File: src/rtl/bmdma_pkg.sv
package bmdma_pkg;
  localparam int PTR_W = 32;

  typedef enum logic [1:0] {SZ_BYTE = 2'd0, SZ_HALF = 2'd1, SZ_WORD = 2'd2} acc_size_e;

  function automatic logic [PTR_W-1:0] width_mask(input logic [1:0] sz);
    case (sz)
      SZ_BYTE: width_mask = 32'h0000_00FF;
      SZ_HALF: width_mask = 32'h0000_FFFF;
      default: width_mask = 32'hFFFF_FFFF;
    endcase
  endfunction

  function automatic logic [4:0] lane_shift(input logic [1:0] lane, input logic [1:0] sz);
    lane_shift = (sz[1]) ? 5'd0 : {lane, 3'b000};
  endfunction

  function automatic logic [PTR_W-1:0] lane_merge(input logic [PTR_W-1:0] old,
                                                  input logic [PTR_W-1:0] wd,
                                                  input logic [1:0] lane,
                                                  input logic [1:0] sz);
    logic [PTR_W-1:0] m, v;
    m = width_mask(sz) << lane_shift(lane, sz);
    v = (wd & width_mask(sz)) << lane_shift(lane, sz);
    lane_merge = ((old & ~m) | (v & m)) & ~32'h3;
  endfunction

  function automatic logic [PTR_W-1:0] lane_read(input logic [PTR_W-1:0] val,
                                                 input logic [1:0] lane,
                                                 input logic [1:0] sz);
    lane_read = (val >> lane_shift(lane, sz)) & width_mask(sz);
  endfunction
endpackage

File: src/rtl/bmdma_ptr.sv
module bmdma_ptr
  import bmdma_pkg::*;
(
  input  logic             clk,
  input  logic             rst_n,
  input  logic             wr_en,
  input  logic [1:0]       lane,
  input  logic [1:0]       sz,
  input  logic [PTR_W-1:0] wdata,
  output logic [PTR_W-1:0] ptr_next,
  output logic [PTR_W-1:0] ptr_q
);
  assign ptr_next = lane_merge(ptr_q, wdata, lane, sz);

  always_ff @(posedge clk) begin
    if (!rst_n)     ptr_q <= '0;
    else if (wr_en) ptr_q <= ptr_next;
  end

  // table pointer stays word aligned
  p_align_r6: assert property (@(posedge clk) disable iff (!rst_n) ptr_q[1:0] == 2'b00);
  // no write, no change
  p_hold_r5: assert property (@(posedge clk) disable iff (!rst_n) !wr_en |=> $stable(ptr_q));
endmodule

File: src/rtl/bmdma_ctl.sv
module bmdma_ctl (
  input  logic       clk,
  input  logic       rst_n,
  input  logic       cmd_we,
  input  logic       sts_we,
  input  logic [7:0] wbyte,
  input  logic       eng_done,
  input  logic       eng_err,
  output logic [7:0] cmd_rd,
  output logic [7:0] sts_rd,
  output logic       eng_start,
  output logic       eng_dir
);
  logic run_q, dir_q, active_q, err_q, irq_q;
  logic launch, done_ev;

  assign launch  = cmd_we & wbyte[0] & ~active_q;
  assign done_ev = eng_done & active_q;

  always_ff @(posedge clk) begin
    if (!rst_n) begin
      run_q <= 1'b0; dir_q <= 1'b0; active_q <= 1'b0;
      err_q <= 1'b0; irq_q <= 1'b0; eng_start <= 1'b0;
    end else begin
      eng_start <= launch;
      if (cmd_we) begin
        run_q <= wbyte[0];
        dir_q <= wbyte[3];
      end
      if (done_ev)     active_q <= 1'b0;
      else if (launch) active_q <= 1'b1;
      if (done_ev)                   irq_q <= 1'b1;
      else if (sts_we && wbyte[2])   irq_q <= 1'b0;
      if (done_ev && eng_err)        err_q <= 1'b1;
      else if (sts_we && wbyte[1])   err_q <= 1'b0;
    end
  end

  assign eng_dir = dir_q;
  assign cmd_rd  = {4'b0, dir_q, 2'b00, run_q};
  assign sts_rd  = {5'b0, irq_q, err_q, active_q};

  // start pulse is one cycle long and comes with active
  p_pulse_r2: assert property (@(posedge clk) disable iff (!rst_n) eng_start |=> !eng_start);
  p_act_r2: assert property (@(posedge clk) disable iff (!rst_n) eng_start |-> active_q);
  // no relaunch while active
  p_norelaunch_r4: assert property (@(posedge clk) disable iff (!rst_n) active_q |=> !eng_start);
  // only completion ends activity
  p_noabort_r3: assert property (@(posedge clk) disable iff (!rst_n)
    (active_q && !eng_done) |=> active_q);
  // completion clears active and raises interrupt
  p_done_r9: assert property (@(posedge clk) disable iff (!rst_n)
    (active_q && eng_done) |=> (!active_q && irq_q));
endmodule

File: src/rtl/bmdma_track.sv
module bmdma_track #(
  parameter int AW     = 32,
  parameter int LEN_W  = 16,
  parameter int STRIDE = 8
) (
  input  logic             clk,
  input  logic             rst_n,
  input  logic             ptr_load,
  input  logic [AW-1:0]    ptr_val,
  input  logic             fetch,
  input  logic [AW-1:0]    f_addr,
  input  logic [LEN_W-1:0] f_len,
  input  logic             f_last,
  input  logic             xfer,
  input  logic [LEN_W-1:0] xbytes,
  output logic [AW-1:0]    cur_ptr,
  output logic [AW-1:0]    buf_addr,
  output logic [LEN_W-1:0] len,
  output logic             last,
  output logic             mid
);
  localparam logic [AW-1:0] STEP = AW'(STRIDE);

  function automatic logic [LEN_W-1:0] sat_sub(input logic [LEN_W-1:0] a, input logic [LEN_W-1:0] b);
    sat_sub = (b >= a) ? '0 : a - b;
  endfunction

  always_ff @(posedge clk) begin
    if (!rst_n) begin
      cur_ptr <= '0; buf_addr <= '0; len <= '0; last <= 1'b0;
    end else begin
      if (ptr_load)   cur_ptr <= ptr_val;
      else if (fetch) cur_ptr <= cur_ptr + STEP;
      if (fetch) begin
        buf_addr <= f_addr; len <= f_len; last <= f_last;
      end else if (xfer) begin
        buf_addr <= buf_addr + AW'(xbytes);
        len      <= sat_sub(len, xbytes);
      end
    end
  end

  assign mid = |len;

  // pointer write reloads the working pointer
  p_reload_r7: assert property (@(posedge clk) disable iff (!rst_n)
    ptr_load |=> cur_ptr == $past(ptr_val));
  // fetch advances by one descriptor
  p_step_r11: assert property (@(posedge clk) disable iff (!rst_n)
    (fetch && !ptr_load) |=> cur_ptr == $past(cur_ptr) + STEP);
  // remaining length bottoms out at zero
  p_sat_r12: assert property (@(posedge clk) disable iff (!rst_n)
    (xfer && !fetch && xbytes >= len) |=> !mid);
endmodule

File: src/rtl/bmdma_regs.sv
module bmdma_regs
  import bmdma_pkg::*;
#(
  parameter int LEN_W  = 16,
  parameter int STRIDE = 8
) (
  input  logic             clk,
  input  logic             rst_n,
  input  logic             reg_wr,
  input  logic [2:0]       reg_addr,
  input  logic [1:0]       reg_size,
  input  logic [31:0]      reg_wdata,
  output logic [31:0]      reg_rdata,
  output logic             eng_start,
  output logic             eng_dir,
  input  logic             eng_done,
  input  logic             eng_err,
  input  logic             desc_fetch,
  input  logic [31:0]      desc_addr,
  input  logic [LEN_W-1:0] desc_len,
  input  logic             desc_last,
  input  logic             xfer_valid,
  input  logic [LEN_W-1:0] xfer_bytes,
  output logic [31:0]      cur_ptr,
  output logic [31:0]      cur_buf_addr,
  output logic [LEN_W-1:0] cur_len,
  output logic             cur_last,
  output logic             mid_desc
);
  localparam logic [2:0] OFS_CMD = 3'd0;
  localparam logic [2:0] OFS_STS = 3'd2;

  logic ptr_we, cmd_we, sts_we;
  logic [31:0] ptr_q, ptr_next;
  logic [7:0] cmd_rd, sts_rd;

  assign ptr_we = reg_wr & reg_addr[2];
  assign cmd_we = reg_wr & (reg_addr == OFS_CMD);
  assign sts_we = reg_wr & (reg_addr == OFS_STS);

  bmdma_ptr u_ptr (
    .clk(clk), .rst_n(rst_n), .wr_en(ptr_we), .lane(reg_addr[1:0]), .sz(reg_size),
    .wdata(reg_wdata), .ptr_next(ptr_next), .ptr_q(ptr_q)
  );

  bmdma_ctl u_ctl (
    .clk(clk), .rst_n(rst_n), .cmd_we(cmd_we), .sts_we(sts_we), .wbyte(reg_wdata[7:0]),
    .eng_done(eng_done), .eng_err(eng_err), .cmd_rd(cmd_rd), .sts_rd(sts_rd),
    .eng_start(eng_start), .eng_dir(eng_dir)
  );

  bmdma_track #(.AW(32), .LEN_W(LEN_W), .STRIDE(STRIDE)) u_trk (
    .clk(clk), .rst_n(rst_n), .ptr_load(ptr_we), .ptr_val(ptr_next),
    .fetch(desc_fetch), .f_addr(desc_addr), .f_len(desc_len), .f_last(desc_last),
    .xfer(xfer_valid), .xbytes(xfer_bytes), .cur_ptr(cur_ptr), .buf_addr(cur_buf_addr),
    .len(cur_len), .last(cur_last), .mid(mid_desc)
  );

  always_comb begin
    if (reg_addr[2])               reg_rdata = lane_read(ptr_q, reg_addr[1:0], reg_size);
    else if (reg_addr == OFS_CMD)  reg_rdata = {24'b0, cmd_rd};
    else if (reg_addr == OFS_STS)  reg_rdata = {24'b0, sts_rd};
    else                           reg_rdata = '0;
  end

  // only start and direction ever read back from the command register
  p_cmdbits_r1: assert property (@(posedge clk) disable iff (!rst_n)
    (reg_addr == OFS_CMD) |-> (reg_rdata & ~32'h9) == 32'h0);
endmodule

File: config.mk
export PLATFORM = sky130hd
export DESIGN_NAME = bmdma_regs
export DESIGN_NICKNAME = d
export VERILOG_FILES = /design/src/rtl/bmdma_pkg.sv /design/src/rtl/bmdma_ptr.sv /design/src/rtl/bmdma_ctl.sv /design/src/rtl/bmdma_track.sv /design/src/rtl/bmdma_regs.sv
export SDC_FILE = /design/constraint.sdc
export NUM_CORES = 1
export LEC_CHECK = 0
export BUFFER_PORTS_ARGS = -buffer_cell sky130_fd_sc_hd__buf_2
export CAP_MARGIN = 20
export CORE_MARGIN = 2
export CORE_UTILIZATION = 40
export DETAILED_ROUTE_END_ITERATION = 12
export GPL_TIMING_DRIVEN = 0
export PLACE_DENSITY_LB_ADDON = 0.15
export RECOVER_POWER = 50
export SYNTH_ARGS = -nofsm -noshare
export SYNTH_HDL_FRONTEND = slang
export SYNTH_HIERARCHICAL = 1
export SYNTH_SLANG_ARGS = --single-unit
File: constraint.sdc
create_clock -name clk -period 2.8 [get_ports clk]
set_input_delay 0.42 -clock clk [delete_from_list [all_inputs] [get_ports clk]]
set_output_delay 0.42 -clock clk [all_outputs]
set_load 0.05 [all_outputs]
==> results.py, run 1 <==
metrics = {
    "floorplanning": {
        "io_pins": 225,
        "die_w_um": 156,
        "dieArea_um2": 24200,
        "placement_rows": 55,
        "start_util": 0.407,
        "design.core.area_um2": 22600,
        "die-height_um": 156,
    },
    "setup_path": {
        "arrival_ns": 2.96,
        "critical-path-max-stage-delay_ns": 0.42,
        "slowest_stage": "fa_1",
        "ff2ff_setup_slack_ns": 0.18,
        "critPathTopFamily": "simple AND/OR/NAND/NOR gates",
        "path_buf_inv": 0,
        "start_kind": "register",
        "endpoint_kind": "register",
        "cpMostUsedCell": "nand3_1",
        "crit_type": "reg2reg",
        "crit_required_ns": 3.14,
        "path_cells": "ha_1 > fa_1 > a21oi_1 > o211ai_1 > nand4_1 > nand3_1 > nand3_1 > nor3b_1 > a211oi_1",
        "critical_path.max_fanout": 9,
    },
    "flow_run": {
        "maxCapViolations": 0,
    },
    "synthesis": {
        "ys_warn_count": 6,
        "synthArstFlopShare": 0,
        "ys_ff_latch": 117,
        "ys.flop_type": "dfxtp_1",
        "syn_inst": 1161,
        "syn_avg_cell_area_um2": 7.91,
        "yosysSeqAreaShare": 0.255,
        "synth_edf_count": 0,
        "ys_types": 92,
        "netlist_area_um2": 9190,
    },
    "global_route": {
        "grt_usage": 0.271,
        "grt_max_degree": 17,
        "grt_pass1_vias": 9406,
        "grt_pass1_wl_um": 51300,
        "antenna_found_initial": 2,
        "grt_overflow": 0,
    },
    "sta": {
        "fin_crit_ns": 2.62,
        "grt_setup_unrepaired": "no",
        "clock.fmax_mhz": 381,
        "whs_ns": 0.198,
        "relSlewSlack": 0.505,
        "final_max_slew_viol_count": 0,
        "setup_viol": 0,
        "finalHoldViolations": 0,
        "setup_tns_ns": 0,
        "fin_skew_ns": 0.0113,
        "fin_crit_sh": 0.936,
        "worst_slew_pin_slew_ns": 0.746,
        "layout_setup_ws_ns": 0.178,
    },
    "placement": {
        "dp_hpwl_um": 25800,
        "post_dp_cell_area_um2": 10700,
        "dp_cells": 1680,
        "finalWeightedCongestion": 0.941,
        "dp_slack_ns": -0.106,
        "portBuffers": 221,
    },
    "power": {
        "power_density_nw_per_um2": 529,
        "p_leak_nw": 4.73,
        "swShare": 0.354,
        "peakVddDrop_v": 0.000333,
        "power.share.sequential": 0.324,
        "intPower_mw": 3.83,
        "finalPower_mw": 5.93,
        "pwr-share-comb": 0.278,
        "switching_power_mw": 2.10,
        "pwr-share-clk": 0.399,
    },
    "route": {
        "avgRoutedWirePerCell_um": 19.4,
        "drt_first_pass_iters": 8,
        "drc": 0,
        "routed_wl_um": 33300,
        "drtIter0Drc": 746,
        "ant_nets": 0,
        "post_drt_via_cell_ratio": 5.76,
        "top_layer": "met5",
        "wl_met1_um": 14000,
        "vias": 9872,
        "wl_met2_um": 15400,
        "dr_wl_met3_um": 2710,
    },
    "cells_and_area": {
        "area_growth_syn_to_layout_pct": 22.0,
        "mostFrequentLayoutCell": "clkbuf_1",
        "nets": 1559,
        "design_area_um2": 11200,
        "fill_cells": 2342,
        "drive_above_1_share": 0.175,
        "final_cell_mix": "clkbuf_1 (138), buf_2 (136), dfxtp_1 (117)",
        "finish.utilization": 0.497,
        "final_cells": 1713,
    },
    "clocking": {
        "cts_sinks": 117,
        "root_buffer": "clkbuf_16",
        "cts_buffer_depth": 2,
        "clkSlewWorstSetupHoldPaths_ns": 0.06,
        "cts_inserted_buffers": 17,
        "tritoncts": "done",
        "hold_buffers": 0,
        "h-tree-depth": 4,
        "clock_latency_ns": 0.42,
    },
    "status": {
        "status": "complete, no violations",
    },
    "worst_hold_path": {
        "hold_class": "in2reg",
    },
}
[routing by layer]
layer	GRT usage	vias up
met5	0	-
met1	0.346	4534
met2	0.448	475
met3	0.0564	78
li1	-	4783
met4	0.113	2
[final cells by class]
type                    count  area (um^2)  share of cell area
inverters                  46          173              0.0154
repair buffers            222          987              0.0881
flip-flops and latches    117         2340               0.209
well taps                 285          357              0.0318
clock buffers              19          443              0.0395
multi-input cells         914         6150               0.549
diodes                      1         2.50            0.000223
plain buffers              97          576              0.0514
clock inverters            12          179              0.0160
[power by group through the flow]
stage	sequential [mW]	combinational, mW	clock, mW
after floorplan	2.18	0.922	0
after global placement	1.95	1.64	0
after detailed placement	1.95	1.65	0
after CTS	1.91	1.66	2.40
after global routing	1.93	1.78	2.49
final	1.92	1.65	2.36
[kinds of logic (layout without fill, tap and decap cells)]
kind of cell,after synthesis,in the layout,synth area share
AOI/OAI and AO/OA,348,348,0.264
xor gates and xnor gates,54,54,0.0515
adders and majority gates,35,35,0.0493
buffers and inverters,143,396,0.0813
DFF,117,117,0.255
muxes,47,47,0.0531
other,2,16,0.000818
and+or+nand+nor,415,415,0.245
[state kept, by name (all words and copies together) (netlist names)]
register,cells
u_trk/buf_addr,32
u_trk/cur_ptr,32
u_ptr/ptr_q,30
u_trk/len,16
u_ctl/active_q,1
u_ctl/eng_dir,1
u_ctl/eng_start,1
u_ctl/err_q,1
u_ctl/irq_q,1
u_ctl/run_q,1
u_trk/last,1
[synth_stat cells (all sizes together), types with 13 or more instances]
cell type | n | area (um^2)
mux2i | 36 | 360
a2bb2oi | 15 | 131
a21oi | 73 | 373
a311oi | 23 | 201
or3 | 16 | 100
a221oi | 13 | 120
xnor2 | 21 | 184
clkbuf | 41 | 191
a211oi | 29 | 228
nor2 | 91 | 342
nand4 | 15 | 109
and2 | 16 | 101
nor3 | 28 | 140
xor2 | 33 | 289
dfxtp | 117 | 2340
o211ai | 13 | 97.6
and3 | 50 | 328
buf | 56 | 383
nor2b | 19 | 119
a31oi | 13 | 81.3
nand2 | 91 | 349
o21a | 15 | 120
nand3 | 28 | 153
ha | 33 | 413
inv | 46 | 173
o21ai | 72 | 364
[repair_timing]
action	in CTS	in global routing
hold endpoints to repair	0	0
setup endpoints to repair	4	5
pin swaps	0	1
resized for setup	1	1
setup buffers	0	1
[worst paths after layout]
| path | start | cells after the start | endpoint |
|---|---|---|---|
| worst max register to register | u_trk/buf_addr[0] | 9 | u_trk/buf_addr[26] |
| worst max-delay path | u_trk/buf_addr[0] | 9 | u_trk/buf_addr[26] |
| worst min register to register | u_ctl/err_q | 2 | u_ctl/err_q |
| worst min-delay path | desc_addr[21] | 3 | u_trk/buf_addr[21] |
[worst register-to-register path: cells and delay by family (launching register included)]
| family | cells | cell delay (ns) |
|---|---|---|
| compound gates | 3 | 0.75 |
| fa+ha+maj | 2 | 0.63 |
| flops | 1 | 0.33 |
| simple gates | 4 | 0.83 |
Note: power is estimated with default switching activity, not from simulation.
==> run 2: changes to the inputs <==
- SYNTH_HIERARCHICAL: 1 -> not set
- TNS_END_PERCENT: not set -> 5
==> run 2 against run 1 <==
  * Maximum frequency down 0.40%
  * Clock power up 5%
  * Core utilization up 1.3 points
  * Die area down 14%
  * Critical path depth up 1
  * Via count down 12%
  * Synthesized cell count down 12%
  * Global-route usage up 0.51 points
  * Final cell count down 10%
  * Worst setup slack worse by 0.011 ns
  * Critical path type is now in2out
  * Largest cell class unchanged
==> results.py, run 2 <==
metrics = {
    "status": {
        "status": "complete, no violations",
    },
    "synthesis": {
        "synth_top_area_share": 0.294,
        "syn_avg_cell_area_um2": 7.71,
        "netlist_area_um2": 7840,
        "yosysSeqAreaShare": 0.294,
        "ys_types": 74,
        "yosys-top-cells-area": "dfxtp_1 (29%), a21oi_1 (6.5%), ha_1 (5.3%)",
        "synthArstFlopShare": 0,
        "ys.flop_type": "dfxtp_1",
        "ys_ff_latch": 115,
        "synthTopCellsByCount": "dfxtp_1 (115), nor2_1 (110), nand2_1 (107)",
        "synth_edf_count": 0,
        "ys_warn_count": 0,
        "syn_inst": 1017,
        "synth.most_common_cell": "dfxtp_1",
        "yosysTopAreaCell": "dfxtp_1",
    },
    "floorplanning": {
        "dieArea_um2": 20700,
        "io_pins": 225,
        "die_w_um": 144,
        "design.core.area_um2": 19300,
        "start_util": 0.406,
        "placement_rows": 51,
        "die-height_um": 144,
    },
    "cells_and_area": {
        "diodes": 0,
        "area_growth_syn_to_layout_pct": 25.7,
        "largest_reg_flops": 32,
        "nets": 1402,
        "reg_top3": "u_trk.buf_addr: 32 flops, u_ptr.ptr_q: 30 flops, u_trk.cur_ptr: 30 flops",
        "mostFrequentLayoutCell": "buf_2",
        "design_area_um2": 9860,
        "finish.utilization": 0.510,
        "drive_above_1_share": 0.167,
        "fill_cells": 2019,
        "regMostFlops": "u_trk.buf_addr",
        "final_cell_mix": "buf_2 (145), clkbuf_1 (132), dfxtp_1 (115)",
    },
    "route": {
        "drt_first_pass_iters": 5,
        "avgRoutedWirePerCell_um": 19.1,
        "post_drt_via_cell_ratio": 5.63,
        "drc": 0,
        "ant_nets": 0,
        "routed_wl_um": 29400,
        "drtIter0Drc": 628,
        "vias": 8649,
    },
    "worst_hold_path": {
        "hold_class": "in2reg",
        "hold_path_end": "u_trk.len[10]",
        "holdPathStages": 3,
        "min_from": "desc_len[10]",
    },
    "global_route": {
        "grt_pass1_vias": 7622,
        "grt_usage": 0.277,
        "grt_overflow": 0,
        "grt_pass1_wl_um": 43500,
        "grt_max_degree": 17,
        "antenna_found_initial": 0,
    },
    "power": {
        "peakVddDrop_v": 0.000501,
        "finalPower_mw": 5.78,
        "power_density_nw_per_um2": 586,
        "p_leak_nw": 4.13,
    },
    "clocking": {
        "h-tree-depth": 4,
        "clock_latency_ns": 0.43,
        "cts_sinks": 115,
        "root_buffer": "clkbuf_16",
        "hold_buffers": 0,
        "cts_inserted_buffers": 17,
        "clkSlewWorstSetupHoldPaths_ns": 0.06,
        "cts_buffer_depth": 2,
        "tritoncts": "done",
    },
    "placement": {
        "portBuffers": 220,
        "dp_slack_ns": -0.0639,
        "finalWeightedCongestion": 1.00,
        "dp_hpwl_um": 22900,
        "post_dp_cell_area_um2": 9280,
    },
    "setup_path": {
        "crit_required_ns": 2.38,
        "path_cells": "buf_2 > buf_2 > nor2b_2 > clkbuf_2 > buf_2 > a22oi_1 > nor2_1 > a21oi_1 > nor2_1 > buf_2",
        "r2r_start": "u_trk.len[0]",
        "ff2ff_setup_slack_ns": 0.24,
        "r2r-end": "u_trk.len[13]",
        "start_kind": "input pin",
        "cpMostUsedCell": "buf_2",
        "critical-path-max-stage-delay_ns": 0.29,
        "crit_type": "in2out",
        "critical_path.max_fanout": 10,
        "slowest_stage": "clkbuf_2",
        "critPathTopFamily": "buffers and inverters",
        "arrival_ns": 2.21,
        "endpoint_kind": "output pin",
        "r2r_cells": 11,
        "path_buf_inv": 5,
    },
    "sta": {
        "final_max_slew_viol_count": 0,
        "setup_viol": 0,
        "layout_setup_ws_ns": 0.167,
        "finalHoldViolations": 0,
        "relSlewSlack": 0.428,
        "fin_skew_ns": 0.0117,
        "setup_tns_ns": 0,
        "grt_setup_unrepaired": "no",
        "worst_slew_pin_slew_ns": 0.858,
        "fin_crit_ns": 2.63,
        "fin_crit_sh": 0.940,
        "clock.fmax_mhz": 380,
    },
    "flow_run": {
        "maxCapViolations": 0,
    },
}
[run 2: worst max-delay path by stage]
stage,slack (ns),depth (start not counted),end,startpoint
after floorplan,0.11,6,reg_rdata[1],reg_addr[1]
after global placement,-0.08,11,u_trk.len[15],xfer_bytes[0]
after detailed placement,-0.06,11,u_trk.len[15],xfer_bytes[0]
after CTS,0.04,11,u_trk.len[13],u_trk.len[0]
after global routing,0.005,7,reg_rdata[24],reg_size[1]
final,0.17,10,reg_rdata[13],reg_addr[0]
[run 2: cell families after synthesis]
family                   after synthesis  share of synthesized area
AO/OA/AOI/OAI                        314                      0.264
XOR/XNOR                              60                     0.0670
adder cells (fa/ha/maj)               35                     0.0578
buffers and inverters                 99                     0.0509
flip-flops                           115                      0.294
multiplexers                          22                     0.0380
other                                  1                   0.000478
AND/OR/NAND/NOR                      371                      0.228
[run 2: per-layer routing]
| metal | vias up | global-route usage | share of wire |
|---|---|---|---|
| met2 | 373 | 0.409 | 0.43 |
| met4 | 0 | 0.0702 | 0.016 |
| met5 | - | 0 | 0 |
| li1 | 4188 | - | - |
| met1 | 4052 | 0.404 | 0.47 |
| met3 | 36 | 0.0632 | 0.088 |
[run 2: repair_timing]
item                                    in CTS  in global routing
endpoints found under the setup margin      19                 31
gates resized for setup                      2                  5
gates cloned                                 0                  0
pin swaps                                    0                  1
buffers inserted                             0                  1
[run 2: final cells by class]
type                            count  area (um^2)  share of cell area
Buffer                             69          290              0.0294
Clock inverter                      8          171              0.0174
Tap cell                          265          332              0.0336
Timing Repair Buffer              221         1010               0.102
Clock buffer                       24          492              0.0499
Inverter                           30          113              0.0114
Sequential cell                   115         2300               0.234
Multi-Input combinational cell    804         5150               0.523
[run 2: per-stage QoR]
stage / hold WS, ns / cells
finish: 0.234 / 1536
global route: 0.236 / 1536
CTS: 0.235 / 1535
detailed placement: 0.479 / 1503
global placement: 0.475 / 1503
floorplan: 0.446 / 1018
[run 2: worst reg2reg max path, delay by kind of cell, from the launching register on]
family,cells,cell delay [ns]
adders and majority gates,2,0.62
buffers and inverters,2,0.29
and+or+nand+nor,2,0.31
DFF,1,0.38
AOI/OAI and AO/OA,5,0.87
[run 2: power by group]
part / internal (mW) / switching (mW) / leakage [nW]
registers: 1.74 / 0.130 / 0.947
logic: 0.448 / 0.978 / 2.86
clock network: 1.67 / 0.805 / 0.321
total: 3.87 / 1.91 / 4.13
==> run 3: changes to the inputs <==
- ABC_AREA: not set -> 1
==> run 3 against run 2 <==
  * Flip-flop and latch count did not move
  * Clock skew barely moved
  * Critical path type unchanged
  * Global-route usage rose by 2.2 points
  * Clock power fell by 4%
  * Largest power group unchanged
  * Combinational power rose by 13%
==> results.py, run 3 <==
metrics = {
    "route": {
        "drtIter0Drc": 915,
        "drt_first_pass_iters": 6,
        "ant_nets": 0,
        "routed_wl_um": 36100,
        "vias": 10900,
        "post_drt_via_cell_ratio": 5.36,
        "drc": 0,
        "avgRoutedWirePerCell_um": 17.7,
    },
    "global_route": {
        "grt_pass1_wl_um": 55500,
        "busiest_layer": "met2",
        "antenna_found_initial": 0,
        "grt_use_met1": 0.379,
        "grt_overflow": 0,
        "grt_usage": 0.299,
        "grt_max_degree": 17,
        "grt_pass1_vias": 10200,
        "grt_use_met2": 0.508,
        "grt_util_met3": 0.0446,
    },
    "floorplanning": {
        "design.core.area_um2": 22400,
        "io_pins": 225,
        "placement_rows": 55,
        "start_util": 0.404,
        "die_w_um": 155,
        "dieArea_um2": 23900,
        "die-height_um": 155,
    },
    "synthesis": {
        "ys_types": 53,
        "ys_ff_latch": 115,
        "syn_avg_cell_area_um2": 6.04,
        "yosysSeqAreaShare": 0.254,
        "yosysTopAreaCell": "dfxtp_1",
        "synth_edf_count": 0,
        "yosys-top-cells-area": "dfxtp_1 (25%), nand2_1 (15%), inv_1 (8.5%)",
        "ys.flop_type": "dfxtp_1",
        "netlist_area_um2": 9070,
        "synth_top_area_share": 0.254,
        "synthArstFlopShare": 0,
        "synth.most_common_cell": "nand2_1",
        "syn_inst": 1502,
        "ys_warn_count": 0,
        "synthTopCellsByCount": "nand2_1 (372), inv_1 (205), nor2_1 (157)",
    },
    "setup_path": {
        "start_kind": "input pin",
        "r2r-end": "u_trk.len[5]",
        "endpoint_kind": "output pin",
        "arrival_ns": 2.18,
        "r2r_start": "u_trk.len[0]",
        "crit_required_ns": 2.38,
        "ff2ff_setup_slack_ns": 0.48,
        "r2r_cells": 13,
        "crit_type": "in2out",
        "critical_path.max_fanout": 10,
    },
    "clocking": {
        "cts_sinks": 115,
        "cts_buffer_depth": 2,
        "cts_inserted_buffers": 17,
        "hold_buffers": 0,
        "tritoncts": "done",
        "clock_latency_ns": 0.43,
        "cts_setup_buffers": 0,
        "root_buffer": "clkbuf_16",
        "h-tree-depth": 4,
        "clkSlewWorstSetupHoldPaths_ns": 0.06,
        "cts_resized": 0,
    },
    "cells_and_area": {
        "final_cells": 2040,
        "final_cell_mix": "nand2_1 (373), inv_1 (206), buf_2 (158)",
        "regMostFlops": "u_trk.buf_addr",
        "nets": 1887,
        "reg_top3": "u_trk.buf_addr: 32 flops, u_ptr.ptr_q: 30 flops, u_trk.cur_ptr: 30 flops",
        "drive_above_1_share": 0.130,
        "diodes": 0,
        "area_growth_syn_to_layout_pct": 21.9,
        "finish.utilization": 0.493,
        "mostFrequentLayoutCell": "nand2_1",
        "largest_reg_flops": 32,
    },
    "sta": {
        "layout_setup_ws_ns": 0.199,
        "fin_crit_sh": 0.929,
        "setup_tns_ns": 0,
        "grt_setup_unrepaired": "no",
        "worst_slew_pin_slew_ns": 0.809,
        "clock.fmax_mhz": 385,
        "fin_skew_ns": 0.0122,
        "fin_crit_ns": 2.60,
        "finalHoldViolations": 0,
        "setup_viol": 0,
        "final_max_slew_viol_count": 0,
        "relSlewSlack": 0.461,
    },
    "worst_hold_path": {
        "holdPathStages": 3,
        "hold_path_end": "u_trk.last",
        "min_from": "desc_last",
        "hold_class": "in2reg",
    },
    "power": {
        "intPower_mw": 3.70,
        "power.share.sequential": 0.321,
        "switching_power_mw": 2.19,
        "pwr-share-comb": 0.273,
        "swShare": 0.372,
        "p_leak_nw": 5.18,
        "peakVddDrop_v": 0.000389,
        "pwr-share-clk": 0.406,
        "power_density_nw_per_um2": 532,
    },
    "placement": {
        "dp_slack_ns": 0.274,
        "portBuffers": 221,
        "dp_cells": 2009,
        "dp_hpwl_um": 28400,
        "finalWeightedCongestion": 0.991,
    },
    "flow_run": {
        "maxCapViolations": 0,
    },
    "status": {
        "status": "complete, no violations",
    },
}
## run 3: cell count changes in the layout (fill, tap and decap cells not counted), moves of 17 or more
| cell | previous run | this run |
|---|---|---|
| nand3_1 | 26 | 101 |
| a211oi_1 | 39 | 5 |
| clkbuf_1 | 132 | 113 |
| nor3_1 | 11 | 28 |
| nand2_1 | 107 | 373 |
| nor2_1 | 110 | 157 |
| xnor2_1 | 34 | 6 |
| a21oi_1 | 102 | 136 |
| and3_1 | 45 | 1 |
| a31oi_1 | 2 | 26 |
| inv_1 | 30 | 206 |
| o21ai_0 | 43 | 100 |
## run 3: layout make-up
cell class / instances / area (um^2)
Buffer: 58 / 272
Clock buffer: 19 / 443
Clock inverter: 12 / 180
Fill cell: 2462 / 11400
Inverter: 216 / 813
Multi-Input combinational cell: 1114 / 5670
Sequential cell: 115 / 2300
Tap cell: 285 / 357
Timing Repair Buffer: 221 / 1010
## run 3: worst max-delay path by stage
stage,slack (ns),start,cells after the start,end
after floorplan,0.05,reg_addr[0],8,reg_rdata[6]
after global placement,0.25,reg_addr[0],9,reg_rdata[4]
after detailed placement,0.27,reg_addr[0],9,reg_rdata[4]
after CTS,0.27,reg_addr[0],9,reg_rdata[4]
after global routing,0.07,reg_addr[2],6,reg_rdata[9]
final,0.20,reg_addr[2],6,reg_rdata[10]
## run 3: critical path, stage by stage
cell,delay (ns)
clkbuf_1,0.36
inv_1,0.22
nor2_1,0.54
o21ai_0,0.27
inv_1,0.10
buf_2,0.26
## run 3: metrics by stage
stage	instance area, um^2	power (mW)	hold slack (ns)
after floorplan	9070	3.01	0.439
after global placement	10500	3.52	0.449
after detailed placement	10500	3.53	0.455
after CTS	11200	5.91	0.210
after global routing	11100	6.14	0.236
final	11100	5.89	0.216
## run 3: power by group through the flow
stage          Combinational, mW  Sequential [mW]  Clock, mW
2_1_floorplan              0.842             2.17          0
3_3_place_gp                1.60             1.92          0
3_5_place_dp                1.61             1.92          0
4_1_cts                     1.62             1.88       2.41
5_1_grt                     1.75             1.90       2.48
6_report                    1.61             1.89       2.39
## run 3: metal layers
metal	part of all wire	wire, um
met3	0.064	2310
met2	0.47	16900
met4	0.034	1240
met5	0	0
met1	0.43	15700
## run 3: cells by family after synthesis
group | count (synthesis) | synth area share
adder cells (fa/ha/maj) | 35 | 0.0499
other | 1 | 0.000414
AO/OA/AOI/OAI | 352 | 0.225
XOR/XNOR | 19 | 0.0183
AND/OR/NAND/NOR | 706 | 0.332
buffers and inverters | 274 | 0.121
flip-flops | 115 | 0.254
